File: config.mk
export PLATFORM = sky130hd
export DESIGN_NAME = completion_rob
export DESIGN_NICKNAME = d
export VERILOG_FILES = /design/src/rtl/rob_pkg.sv /design/src/rtl/rob_store.sv /design/src/rtl/rob_retire_sel.sv /design/src/rtl/rob_fsm.sv /design/src/rtl/completion_rob.sv
export SDC_FILE = /design/constraint.sdc
export NUM_CORES = 1
export LEC_CHECK = 0
export BUFFER_PORTS_ARGS = -buffer_cell sky130_fd_sc_hd__buf_2
export CORE_UTILIZATION = 60
export CTS_CLUSTER_SIZE = 8
export DETAILED_ROUTE_END_ITERATION = 6
export PLACE_DENSITY = 0.8
export REMOVE_ABC_BUFFERS = 1
export SKIP_LAST_GASP = 1
export SYNTH_ARGS = -nofsm -noshare
export SYNTH_HDL_FRONTEND = slang
export SYNTH_SLANG_ARGS = --single-unit
File: constraint.sdc
create_clock -name clk -period 5.3 [get_ports clk]
set_input_delay 1.06 -clock clk [delete_from_list [all_inputs] [get_ports clk]]
set_output_delay 1.06 -clock clk [all_outputs]
set_load 0.03 [all_outputs]
File: src/rtl/rob_pkg.sv
package rob_pkg;

    // Dispatch and retire width of the queue.
    localparam int LANES = 2;

    // Completion controller states.
    typedef enum logic [0:0] {
        ST_RUN   = 1'b0,
        ST_RAISE = 1'b1
    } rob_state_e;

endpackage

File: src/rtl/rob_store.sv
module rob_store #(
    parameter int DEPTH = 8,
    parameter int TAG_W = 8,
    parameter int LANES = 2,
    localparam int IDX_W = $clog2(DEPTH)
) (
    input  logic                        clk,
    input  logic                        rst_n,
    input  logic [LANES-1:0]            wr_en,
    input  logic [LANES-1:0][IDX_W-1:0] wr_idx,
    input  logic [LANES-1:0][TAG_W-1:0] wr_tag,
    input  logic [LANES-1:0]            wr_br,
    input  logic [LANES-1:0]            wr_exc,
    input  logic                        fin_set,
    input  logic [IDX_W-1:0]            fin_idx,
    output logic [DEPTH-1:0][TAG_W-1:0] tag_arr,
    output logic [DEPTH-1:0]            br_arr,
    output logic [DEPTH-1:0]            exc_arr,
    output logic [DEPTH-1:0]            done_arr
);

    always_ff @(posedge clk) begin
        if (!rst_n) begin
            tag_arr  <= '0;
            br_arr   <= '0;
            exc_arr  <= '0;
            done_arr <= '0;
        end else begin
            // New entries start with their done state cleared.
            for (int l = 0; l < LANES; l++) begin
                if (wr_en[l]) begin
                    tag_arr[wr_idx[l]]  <= wr_tag[l];
                    br_arr[wr_idx[l]]   <= wr_br[l];
                    exc_arr[wr_idx[l]]  <= wr_exc[l];
                    done_arr[wr_idx[l]] <= 1'b0;
                end
            end
            // Reports only reach occupied entries, so they never meet a write.
            if (fin_set) begin
                done_arr[fin_idx] <= 1'b1;
            end
        end
    end

endmodule

File: src/rtl/rob_retire_sel.sv
module rob_retire_sel #(
    parameter int DEPTH = 8,
    parameter int LANES = 2,
    localparam int IDX_W = $clog2(DEPTH),
    localparam int PTR_W = IDX_W + 1,
    localparam int CNT_W = $clog2(LANES + 1)
) (
    input  logic             run,
    input  logic [PTR_W-1:0] count,
    input  logic [IDX_W-1:0] head_idx,
    input  logic [DEPTH-1:0] done_arr,
    input  logic [DEPTH-1:0] exc_arr,
    input  logic             mp_hit,
    input  logic [IDX_W-1:0] mp_off,
    output logic [LANES-1:0] ret_en,
    output logic [CNT_W-1:0] nret
);

    logic [LANES-1:0] elig;

    for (genvar l = 0; l < LANES; l++) begin : g_slot
        localparam logic [PTR_W-1:0] SLOT_P = PTR_W'(l);
        localparam logic [IDX_W-1:0] SLOT_I = IDX_W'(l);
        logic [IDX_W-1:0] slot_idx;

        assign slot_idx = head_idx + SLOT_I;
        // A slot younger than an accepted mispredicted branch is being flushed.
        assign elig[l]  = run && (count > SLOT_P) && done_arr[slot_idx]
                          && !exc_arr[slot_idx] && !(mp_hit && (mp_off < SLOT_I));

        if (l == 0) begin : g_first
            assign ret_en[l] = elig[l];
        end else begin : g_chain
            assign ret_en[l] = elig[l] && ret_en[l-1];
        end
    end

    always_comb begin
        nret = '0;
        for (int l = 0; l < LANES; l++) begin
            nret = nret + CNT_W'(ret_en[l]);
        end
    end

endmodule

File: src/rtl/rob_fsm.sv
module rob_fsm
    import rob_pkg::*;
(
    input  logic clk,
    input  logic rst_n,
    input  logic exc_head_i,
    output logic run_o,
    output logic raise_o
);

    rob_state_e st_q;
    rob_state_e st_d;

    always_ff @(posedge clk) begin
        if (!rst_n) begin
            st_q <= ST_RUN;
        end else begin
            st_q <= st_d;
        end
    end

    always_comb begin
        st_d = st_q;
        unique case (st_q)
            ST_RUN:   if (exc_head_i) st_d = ST_RAISE;
            ST_RAISE: st_d = ST_RUN;
        endcase
    end

    always_comb begin
        run_o   = 1'b0;
        raise_o = 1'b0;
        unique case (st_q)
            ST_RUN:   run_o   = 1'b1;
            ST_RAISE: raise_o = 1'b1;
        endcase
    end

endmodule

File: src/rtl/completion_rob.sv
module completion_rob #(
    parameter int DEPTH = 8,
    parameter int TAG_W = 8,
    localparam int LANES = rob_pkg::LANES,
    localparam int IDX_W = $clog2(DEPTH),
    localparam int PTR_W = IDX_W + 1,
    localparam int CNT_W = $clog2(LANES + 1)
) (
    input  logic                   clk,
    input  logic                   rst_n,
    input  logic [CNT_W-1:0]       disp_cnt_i,
    input  logic [LANES*TAG_W-1:0] disp_tag_i,
    input  logic [LANES-1:0]       disp_br_i,
    input  logic [LANES-1:0]       disp_exc_i,
    output logic                   disp_grant_o,
    output logic [IDX_W-1:0]       disp_idx_o,
    input  logic                   fin_valid_i,
    input  logic [IDX_W-1:0]       fin_idx_i,
    input  logic                   mp_valid_i,
    input  logic [IDX_W-1:0]       mp_idx_i,
    output logic [LANES-1:0]       ret_valid_o,
    output logic [LANES*TAG_W-1:0] ret_tag_o,
    output logic                   exc_valid_o,
    output logic [TAG_W-1:0]       exc_tag_o
);

    // Pointers carry one wrap bit above the index so full and empty differ.
    logic [PTR_W-1:0] head_q, tail_q;
    logic [PTR_W-1:0] count, free_cnt, dcnt_ext, nret_ext;
    logic [IDX_W-1:0] head_idx, tail_idx;
    logic [IDX_W-1:0] mp_off, fin_off;
    logic             mp_hit, fin_set, exc_head;
    logic             run, raise;
    logic [CNT_W-1:0] nret;
    logic [LANES-1:0] ret_en;

    logic [LANES-1:0]            wr_en;
    logic [LANES-1:0][IDX_W-1:0] wr_idx;
    logic [LANES-1:0][TAG_W-1:0] wr_tag;
    logic [DEPTH-1:0][TAG_W-1:0] tag_arr;
    logic [DEPTH-1:0]            br_arr, exc_arr, done_arr;

    assign head_idx = head_q[IDX_W-1:0];
    assign tail_idx = tail_q[IDX_W-1:0];
    assign count    = tail_q - head_q;
    assign free_cnt = PTR_W'(DEPTH) - count;
    assign dcnt_ext = PTR_W'(disp_cnt_i);
    assign nret_ext = PTR_W'(nret);

    // Age of a reported entry relative to the head; occupied if below count.
    assign mp_off   = mp_idx_i - head_idx;
    assign fin_off  = fin_idx_i - head_idx;
    assign mp_hit   = run && mp_valid_i && (PTR_W'(mp_off) < count) && br_arr[mp_idx_i];
    assign fin_set  = fin_valid_i && (PTR_W'(fin_off) < count);
    assign exc_head = (count != '0) && exc_arr[head_idx];

    assign disp_grant_o = run && !mp_hit && (disp_cnt_i <= CNT_W'(LANES))
                          && (dcnt_ext <= free_cnt);
    assign disp_idx_o   = tail_idx;

    for (genvar l = 0; l < LANES; l++) begin : g_lane
        assign wr_en[l]  = disp_grant_o && (dcnt_ext > PTR_W'(l));
        assign wr_idx[l] = tail_idx + IDX_W'(l);
        assign wr_tag[l] = disp_tag_i[l*TAG_W +: TAG_W];
        assign ret_tag_o[l*TAG_W +: TAG_W] = tag_arr[head_idx + IDX_W'(l)];
    end

    assign ret_valid_o = ret_en;
    assign exc_valid_o = raise;
    assign exc_tag_o   = raise ? tag_arr[head_idx] : '0;

    rob_fsm u_fsm (
        .clk        (clk),
        .rst_n      (rst_n),
        .exc_head_i (exc_head),
        .run_o      (run),
        .raise_o    (raise)
    );

    rob_store #(
        .DEPTH (DEPTH),
        .TAG_W (TAG_W),
        .LANES (LANES)
    ) u_store (
        .clk      (clk),
        .rst_n    (rst_n),
        .wr_en    (wr_en),
        .wr_idx   (wr_idx),
        .wr_tag   (wr_tag),
        .wr_br    (disp_br_i),
        .wr_exc   (disp_exc_i),
        .fin_set  (fin_set),
        .fin_idx  (fin_idx_i),
        .tag_arr  (tag_arr),
        .br_arr   (br_arr),
        .exc_arr  (exc_arr),
        .done_arr (done_arr)
    );

    rob_retire_sel #(
        .DEPTH (DEPTH),
        .LANES (LANES)
    ) u_sel (
        .run      (run),
        .count    (count),
        .head_idx (head_idx),
        .done_arr (done_arr),
        .exc_arr  (exc_arr),
        .mp_hit   (mp_hit),
        .mp_off   (mp_off),
        .ret_en   (ret_en),
        .nret     (nret)
    );

    always_ff @(posedge clk) begin
        if (!rst_n) begin
            head_q <= '0;
            tail_q <= '0;
        end else if (raise) begin
            // Leaving RAISE empties the queue at the excepting entry.
            tail_q <= head_q;
        end else begin
            head_q <= head_q + nret_ext;
            if (mp_hit) begin
                tail_q <= head_q + PTR_W'(mp_off) + PTR_W'(1);
            end else if (disp_grant_o) begin
                tail_q <= tail_q + dcnt_ext;
            end
        end
    end

endmodule

==> run metrics <==
total wire length after detailed routing 26700 um; WS Path Type primary input to output pin; CTS H-tree depth 3; power share of the clock group 18.0%; starting density of the core 62.3%; endpoint class of the critical path output pin; count of standard-cell rows 40; warning count from the yosys run 0; vias 8055; data required time of the worst path 4240 ps; worst ir drop on vdd 0.000616 V; share of the cycle needed by the critical path after routing 91.1%; number of global-route vias before repair 7451; Avg Synthesized Cell Area 8.63 um^2; Post-Synthesis Cell Area 7540 um^2; Leakage Power 2.70 nW; # setup viols final 0; signal arrival time at the worst endpoint 3770 ps; number of buffer cells added on primary ports 62; maximum root-to-sink buffer count 2; dominant cell type by area after synthesis dfxtp_1; final total negative setup slack 0 ps; Worst Tran Pin Value 1140 ps; endpoint of the most critical register-to-register path u_store.tag_arr[9]; cells taking the most area after synthesis dfxtp_1 (26%), mux4_2 (11%), o41ai_1 (9.4%), or4_1 (8.2%), a31oi_1 (7.1%); count of unique library cells instantiated by Yosys 62; Cells after Synth 874; part of the power in combinational logic 53.9%; maximum cell stage delay along the critical path 480 ps; synthesis-to-finish area growth 6.59%; final worst clock skew 11.0 ps; Cell Chain, Critical Path buf_2 > inv_1 > ha_1 > fa_1 > inv_1 > ha_1 > o21a_1 > o31ai_1 > a22oi_2 > or2_2 > o311a_1 > buf_2; outcome complete, but fails checks; CTS clock-pin slew for the worst setup and hold paths 70 ps; share of flip-flops with an asynchronous set or reset after synthesis 0%; flip-flop and latch count after synthesis 97; clock net sink count 97; number of primary I/O pins 63; relative slew slack 23.5%; count of non-filler cells in the finished layout 1036; Internal 0.00178 W; number of antenna violations at the first check in global routing 1; sequential share of power 28.1%; sequential fraction of the synthesis area 25.8%; DR DRC count 1; net load switching power 0.00180 W; max-slew violation count 0; die height 114 um; number of cells traversed by the worst hold path 2; via density per instance 7.78; end point of the worst hold path u_store.done_arr[0]; CTS tree yes; All-Layer GR Usage 41.4%; largest fanout of any net on the critical path 12; most used flip-flop cell after synthesis dfxtp_1; commonest non-fill, non-tap cell in the layout dfxtp_1; slowest cell on the critical path fa_1; cell chosen for the clock root clkbuf_16; failing checks design-rule violations; nets@finish 920; number of buffers created by CTS 9; HP Start u_store.done_arr[0]; setup slack of the most critical reg-to-reg path 540 ps; depth of the worst register-to-register path 15; area of the placeable core 12100 um^2; count of nets left with antenna violations after detail routing 0; count of buffering cells on the critical path with inverters included 4; final estimated routing congestion in global placement 0.915; Resized Gates After CTS 0; worst hold path class flop to flop; reported max-cap violation count 0; share of the synthesized area in the top cell type 25.8%; count of flip-flops with a built-in enable after synthesis 0; critical path launch point type primary input; share of post-route cells with drive strength above 1 19.4%; worst hold slack 496 ps; Hold Vio Cnt, Final 0; most used cells in the layout excluding fill and tap cells dfxtp_1 (96), o21ai_0 (88), a31oi_1 (86); First-pass DRT Iterations 7; half-perimeter wire length of the detailed placement result 16100 um; clock insertion delay at the later pin of the skew report 360 ps; switching fraction of total power 50.3%; kind of cell adding the most delay to the critical path adder cells; wire length of the first global-routing pass 40800 um; average wire per cell in the routed design 25.8 um; pin count of the biggest net entering global routing 254; drt initial violations 1375; unrepaired setup endpoints after global routing false; Pwr Density 445 nW/um^2; Total Power Consumption 0.00357 W; dpl cells 1019; Die Footprint 13000 um^2; die width 114 um; max frequency 207 MHz; hold bufs inserted after CTS 0; aggregate global routing overflow 0; start of the worst register-to-register path tail_q[0]; number of buffers inserted by post-CTS setup repair 0; minimum clock period 4830 ps
-- through the flow --
stage | setup WS (ps) | util, % | instance area, um^2
6_report | 471 | 66.4 | 8040
5_1_grt | 266 | 66.4 | 8040
4_1_cts | 470 | 66.3 | 8030
3_5_place_dp | 474 | 64.0 | 7750
3_3_place_gp | 585 | 64.0 | 7750
2_1_floorplan | -3460 | - | 6960
-- sequential cells by signal, summed over array words and instances, names as in the netlist --
name / count
head_q: 4
tail_q: 4
u_fsm.st_q: 1
u_store.br_arr: 8
u_store.done_arr: 8
u_store.exc_arr: 8
u_store.tag_arr: 64
-- power by group through the flow --
stage	sequential (W)	clock (W)	combinational, W
after detailed placement	0.00101	0	0.00185
after global routing	0.00102	0.000672	0.00206
after global placement	0.000999	0	0.00178
after CTS	0.000997	0.000637	0.00185
final	0.00101	0.000642	0.00193
after floorplan	0.00101	0	0.00121
-- tightest hold or removal path, stage by stage (launching register included) --
cell and delay (ps):
dfxtp_1 320, o31ai_1 70, a21oi_1 60
-- cell usage after synthesis, types with 2 or more instances --
cell       count
nand4_1        3
fa_1           6
or3_1          9
nor4_1         6
buf_2         15
buf_4          7
o221ai_1       3
ha_1          20
o21ai_1        9
inv_1         32
o41ai_1       81
o21ai_0       88
buf_1         15
o31ai_1        5
dfxtp_1       97
a31oi_1       86
xor2_1         5
a21oi_1       20
buf_6         13
o211ai_1       3
or2_2          4
o21a_1         6
nand3b_1       3
clkbuf_1      67
mux4_2        37
nor2_1        21
nand3_1        6
nand2b_1       2
nand2_1       58
a311oi_1       2
mux2i_1        3
or4_1         82
nor2b_1        7
mux2_2         8
a2111oi_1      2
nor3b_1        3
o311ai_0       2
a221oi_1       2
nor3_1         7
xnor2_1        7
-- cells by family after synthesis --
| group | after synthesis | synth area share (%) |
|---|---|---|
| AO/OA/AOI/OAI | 323 | 28.7 |
| adder cells (fa/ha/maj) | 27 | 5.04 |
| buffers and inverters | 150 | 9.36 |
| multiplexers | 48 | 12.6 |
| AND/OR/NAND/NOR | 216 | 16.7 |
| flip-flops | 97 | 25.8 |
| XOR/XNOR | 13 | 1.73 |
-- routing by layer --
layer	wire [um]	global-route usage, %
met1	9700	55.2
met2	11700	61.1
met3	3580	8.21
met4	1720	27.2
met5	0	0
-- worst max path at each step --
stage                                     to         from  cells after the start  slack [ps]
after floorplan           u_store.exc_arr[7]    head_q[0]                     11       -3460
after global placement        ret_valid_o[1]  mp_idx_i[0]                     12         580
after detailed placement      ret_valid_o[1]  mp_idx_i[0]                     12         470
after CTS                     ret_valid_o[1]  mp_idx_i[0]                     12         470
after global routing          ret_valid_o[1]    head_q[0]                     10         270
final                         ret_valid_o[1]  mp_idx_i[0]                     12         470
-- layout make-up --
class / count / area [um^2]
Multi-Input combinational cell: 627 / 4900
Fill cell: 993 / 4080
Sequential cell: 97 / 1940
Timing Repair Buffer: 94 / 576
Clock buffer: 10 / 239
Tap cell: 168 / 210
Inverter: 33 / 124
Clock inverter: 6 / 42.5
Antenna cell: 1 / 2.50
No activity file was read; power rests on OpenSTA's default activity.
